## config.mk

```make
export PLATFORM = sky130hd
export DESIGN_NAME = edge_irq_detector
export DESIGN_NICKNAME = d
export VERILOG_FILES = /design/src/rtl/edge_irq_pkg.sv /design/src/rtl/edge_irq_sync.sv /design/src/rtl/edge_irq_chan.sv /design/src/rtl/edge_irq_detector.sv
export SDC_FILE = /design/constraint.sdc
export NUM_CORES = 1
export LEC_CHECK = 0
export ABC_AREA = 1
export ABC_CLOCK_PERIOD_IN_PS = 1200
export BUFFER_PORTS_ARGS = -buffer_cell sky130_fd_sc_hd__buf_2
export CAP_MARGIN = 5
export CELL_PAD_IN_SITES_DETAIL_PLACEMENT = 0
export CELL_PAD_IN_SITES_GLOBAL_PLACEMENT = 1
export CORE_AREA = 2 2 39 41
export CTS_CLUSTER_SIZE = 25
export DETAILED_ROUTE_END_ITERATION = 8
export DIE_AREA = 0 0 41 43
export GPL_ROUTABILITY_DRIVEN = 0
export PLACE_DENSITY = 0.58
export SYNTH_ARGS = -nofsm -noshare
export SYNTH_HDL_FRONTEND = slang
export SYNTH_HIERARCHICAL = 1
export SYNTH_SLANG_ARGS = --single-unit
```

## constraint.sdc

```tcl
create_clock -name clk -period 1.2 [get_ports clk]
set_input_delay 0.18 -clock clk [delete_from_list [all_inputs] [get_ports clk]]
set_output_delay 0.18 -clock clk [all_outputs]
set_load 0.02 [all_outputs]
```

## src/rtl/edge_irq_pkg.sv

```systemverilog
package edge_irq_pkg;

    typedef enum logic [1:0] {
        DET_RISE = 2'd0,
        DET_FALL = 2'd1,
        DET_ANY  = 2'd2
    } det_kind_e;

    function automatic det_kind_e decode_kind(input logic any_edge, input logic fall_dir);
        if (any_edge)      return DET_ANY;
        else if (fall_dir) return DET_FALL;
        else               return DET_RISE;
    endfunction

    function automatic logic edge_hit(input det_kind_e kind, input logic now_lvl, input logic old_lvl);
        logic rise;
        logic fall;
        rise = now_lvl & ~old_lvl;
        fall = ~now_lvl & old_lvl;
        unique case (kind)
            DET_RISE: return rise;
            DET_FALL: return fall;
            DET_ANY:  return rise | fall;
            default:  return 1'b0;
        endcase
    endfunction

endpackage

```

## src/rtl/edge_irq_sync.sv

```systemverilog
module edge_irq_sync #(
    parameter int STAGES = 2
) (
    input  logic clk,
    input  logic async_in,
    output logic sync_out
);
    localparam int LAST = STAGES - 1;

    typedef struct packed {
        logic [STAGES-1:0] chain;
    } sync_state_t;

    sync_state_t st_d, st_q;

    generate
        if (STAGES == 1) begin : g_single
            always_comb begin
                st_d = st_q;
                st_d.chain[0] = async_in;
            end
        end else begin : g_multi
            always_comb begin
                st_d = st_q;
                st_d.chain = {st_q.chain[STAGES-2:0], async_in};
            end
        end
    endgenerate

    always_ff @(posedge clk) begin
        st_q <= st_d;
    end

    assign sync_out = st_q.chain[LAST];

endmodule

```

## src/rtl/edge_irq_chan.sv

```systemverilog
module edge_irq_chan
    import edge_irq_pkg::*;
(
    input  logic clk,
    input  logic rst_n,
    input  logic lvl_now,
    input  logic any_edge,
    input  logic fall_dir,
    output logic req
);
    typedef struct packed {
        logic hist;
        logic req;
    } chan_state_t;

    chan_state_t st_d, st_q;
    det_kind_e   kind;

    always_comb begin
        kind = decode_kind(any_edge, fall_dir);
        st_d = st_q;
        st_d.hist = lvl_now;
        if (!rst_n) begin
            st_d.req = 1'b0;
        end else begin
            st_d.req = edge_hit(kind, lvl_now, st_q.hist);
        end
    end

    always_ff @(posedge clk) begin
        st_q <= st_d;
    end

    assign req = st_q.req;

endmodule

```

## src/rtl/edge_irq_detector.sv

```systemverilog
module edge_irq_detector #(
    parameter int NUM_CH      = 2,
    parameter int SYNC_STAGES = 2
) (
    input  logic              clk,
    input  logic              rst_n,
    input  logic [NUM_CH-1:0] ext_pin,
    input  logic [NUM_CH-1:0] edge_any,
    input  logic [NUM_CH-1:0] edge_fall,
    output logic [NUM_CH-1:0] irq_req
);
    logic [NUM_CH-1:0] pin_sync;

    generate
        for (genvar ch = 0; ch < NUM_CH; ch++) begin : g_ch
            edge_irq_sync #(
                .STAGES(SYNC_STAGES)
            ) u_sync (
                .clk     (clk),
                .async_in(ext_pin[ch]),
                .sync_out(pin_sync[ch])
            );

            edge_irq_chan u_chan (
                .clk     (clk),
                .rst_n   (rst_n),
                .lvl_now (pin_sync[ch]),
                .any_edge(edge_any[ch]),
                .fall_dir(edge_fall[ch]),
                .req     (irq_req[ch])
            );
        end
    endgenerate

endmodule

```

==> flow_metrics.py <==
metrics = {
    "power_and_ir_drop": {
        "power.total_uw": 533,
        "p_int_uw": 419,
        "peakVddDrop_mv": 0.613,
        "p_sw_share_pct": 21.5,
        "power.switching_uw": 114,
        "p_per_area_nw_per_um2": 1400,
        "power.share.sequential_pct": 53.9,
        "comb_power_share_pct": 9.2,
        "clkPwrFrac_pct": 36.8,
        "leakagePower_uw": 0.000220,
    },
    "route": {
        "num_vias": 215,
        "ant_nets": 0,
        "totalWireLength_um": 383,
        "wire_per_inst_um": 6.18,
        "vias_per_cell": 3.47,
        "drc": 0,
        "dr.first_iter.drc_count": 0,
        "firstDrtPassIters": 1,
    },
    "outcome": {
        "status": "complete, no violations",
    },
    "worst_hold_path": {
        "worstHoldPathType": "input port to register",
    },
    "placed_design": {
        "dpl_worst_slack_ps": 247,
        "hpwl_um": 320,
        "numPortBuffers": 9,
    },
    "clocking": {
        "hold_buffers": 0,
        "cts_tree": "yes",
        "h-tree-depth": 1,
        "clk_pin_slew_ps": 50,
        "cts-buffers-inserted": 3,
        "post_cts_resized": 0,
        "cts_sinks": 8,
        "cts_buffer_depth": 2,
        "cts_setup_buffers": 0,
        "root_buffer": "clkbuf_4",
        "clk_latency_ps": 240,
    },
    "grt": {
        "antenna_found_initial": 0,
        "grt_max_degree": 5,
        "grt_overflow": 0,
        "grt_usage_pct": 5.93,
        "busiest_layer": "met3",
        "met1_usage_pct": 5.81,
        "met3_usage_pct": 7.85,
        "grt_pass1_wl_um": 621,
        "grt_pass1_vias": 170,
        "grt.met2_usage_pct": 7.19,
    },
    "floorplan": {
        "die_w_um": 41,
        "initial_core_util_pct": 21.2,
        "fp.dieH_um": 43,
        "die-area_sq_um": 1760,
        "design.core.area_sq_um": 1380,
        "ioPinCount": 10,
        "rows": 14,
    },
    "timing": {
        "fin_worst_skew_ps": 1.06,
        "final-setup-viol-count": 0,
        "period_share_pct": 78.0,
        "fin_ws_ps": 264,
        "fmax_mhz": 1070,
        "final_max_slew_viol_count": 0,
        "relSlewSlack_pct": 93.2,
        "finalCriticalPeriod_ps": 936,
        "rsz0062_at_grt": "no",
        "hold_viol_final": 0,
        "worst_slew_pin_slew_ps": 102,
        "fin_setup_tns_ps": 0,
    },
    "synthesis": {
        "yosysWarnings": 6,
        "ys_seq_elements": 8,
        "yosys.area.top_type": "dfxtp_1",
        "ys_types": 5,
        "syn-cell-area_sq_um": 293,
        "synthSimpleGateAreaFrac_pct": 17.9,
        "synth.area.top_cells": "dfxtp_1 (55%), ha_1 (17%), inv_1 (10%), nand2_1 (10%), nor2_1 (7.7%)",
        "synth_top_family_by_area": "simple AND/OR/NAND/NOR gates",
        "synth_compound_area_share_pct": 0,
        "ys_seq_area_share_pct": 54.7,
        "syn-num-nets": 46,
        "synth.top_cell.area_share_pct": 54.7,
        "syn_inst": 34,
        "synth_xor_area_share_pct": 0,
        "muxShareOfSynthArea_pct": 0,
        "synthAdderAreaFrac_pct": 17.1,
        "avgSynthCellArea_sq_um": 8.61,
    },
    "critical_path": {
        "cp-start-kind": "register",
        "r2r_slack_ps": 260,
        "cp.arrival_ps": 1120,
        "cp.required_ps": 1380,
        "cp-end-kind": "register",
        "critPathKind": "register to register",
        "path_max_fanout": 3,
    },
    "job": {
        "drv_cap": 0,
    },
    "finish": {
        "final_common_cell": "buf_2",
        "layout-drive-gt1-share_pct": 26.1,
        "layout_common_cells": "buf_2 (9), inv_1 (8), nand2_1 (8), dfxtp_1 (8), nor2_1 (6)",
        "final_nets": 60,
        "synthToLayoutAreaGrowth_pct": 29.9,
        "diodes": 0,
    },
}
## logic make-up after synthesis
group | count (synthesis)
AND/OR/NAND/NOR | 14
flip-flops | 8
buffers and inverters | 8
adder cells (fa/ha/maj) | 4
## cells in the mapped netlist
cell type,count
nor2_1,6
nand2_1,8
inv_1,8
ha_1,4
dfxtp_1,8
## per-layer routing
| layer | vias to the layer above | part of all wire [%] | routed length (um) |
|---|---|---|---|
| met5 | - | 0 | 0 |
| met4 | 0 | 0 | 0 |
| met3 | 0 | 11 | 44 |
| met2 | 8 | 47 | 180 |
| met1 | 85 | 41 | 158 |
| li1 | 122 | - | - |
## power groups by stage
stage          clock network, uW  registers [uW]  logic (uW)
2_1_floorplan                  0             299        22.2
3_3_place_gp                   0             293        50.4
3_5_place_dp                   0             294        50.4
4_1_cts                      210             288        50.8
5_1_grt                      228             289        57.8
6_report                     196             288        49.2
## registers in the layout, summed over array words and instances, names as in the netlist
signal / cells
g_ch.u_sync/st_q: 4
g_ch.u_chan/req: 2
g_ch.u_chan/st_q: 2
## worst max-delay path, stage by stage (launching register included)
cell	delay, ps
dfxtp_1	350
inv_1	50
ha_1	280
nand2_1	60
nand2_1	40
nor2_1	90
## worst paths after layout
| check | startpoint | to | cells after the start |
|---|---|---|---|
| hold reg to reg | g_ch[0].u_sync/st_q[0] | g_ch[0].u_sync/st_q[1] | 0 |
| hold / removal | ext_pin[0] | g_ch[0].u_sync/st_q[0] | 1 |
| setup reg to reg | g_ch[1].u_sync/st_q[1] | g_ch[1].u_chan/req | 5 |
| setup / recovery | g_ch[1].u_sync/st_q[1] | g_ch[1].u_chan/req | 5 |
## layout make-up
cell class | count | area (sq um)
Multi-Input combinational cell | 18 | 103
Sequential cell | 8 | 160
Inverter | 8 | 30.0
Tap cell | 16 | 20.0
Clock buffer | 3 | 22.5
Fill cell | 160 | 1000
Timing Repair Buffer | 9 | 45.0
## stage by stage
| stage | instances | cell area [sq um] | hold WS [ps] | util (%) |
|---|---|---|---|---|
| 3_3_place_gp | 59 | 358 | 283 | 25.9 |
| 2_1_floorplan | 34 | 293 | 208 | - |
| 4_1_cts | 62 | 380 | 24.2 | 27.5 |
| 5_1_grt | 62 | 380 | 13.4 | 27.5 |
| 6_report | 62 | 380 | 34.9 | 27.5 |
| 3_5_place_dp | 59 | 358 | 285 | 25.9 |
Power figures use the tool's default switching activity.
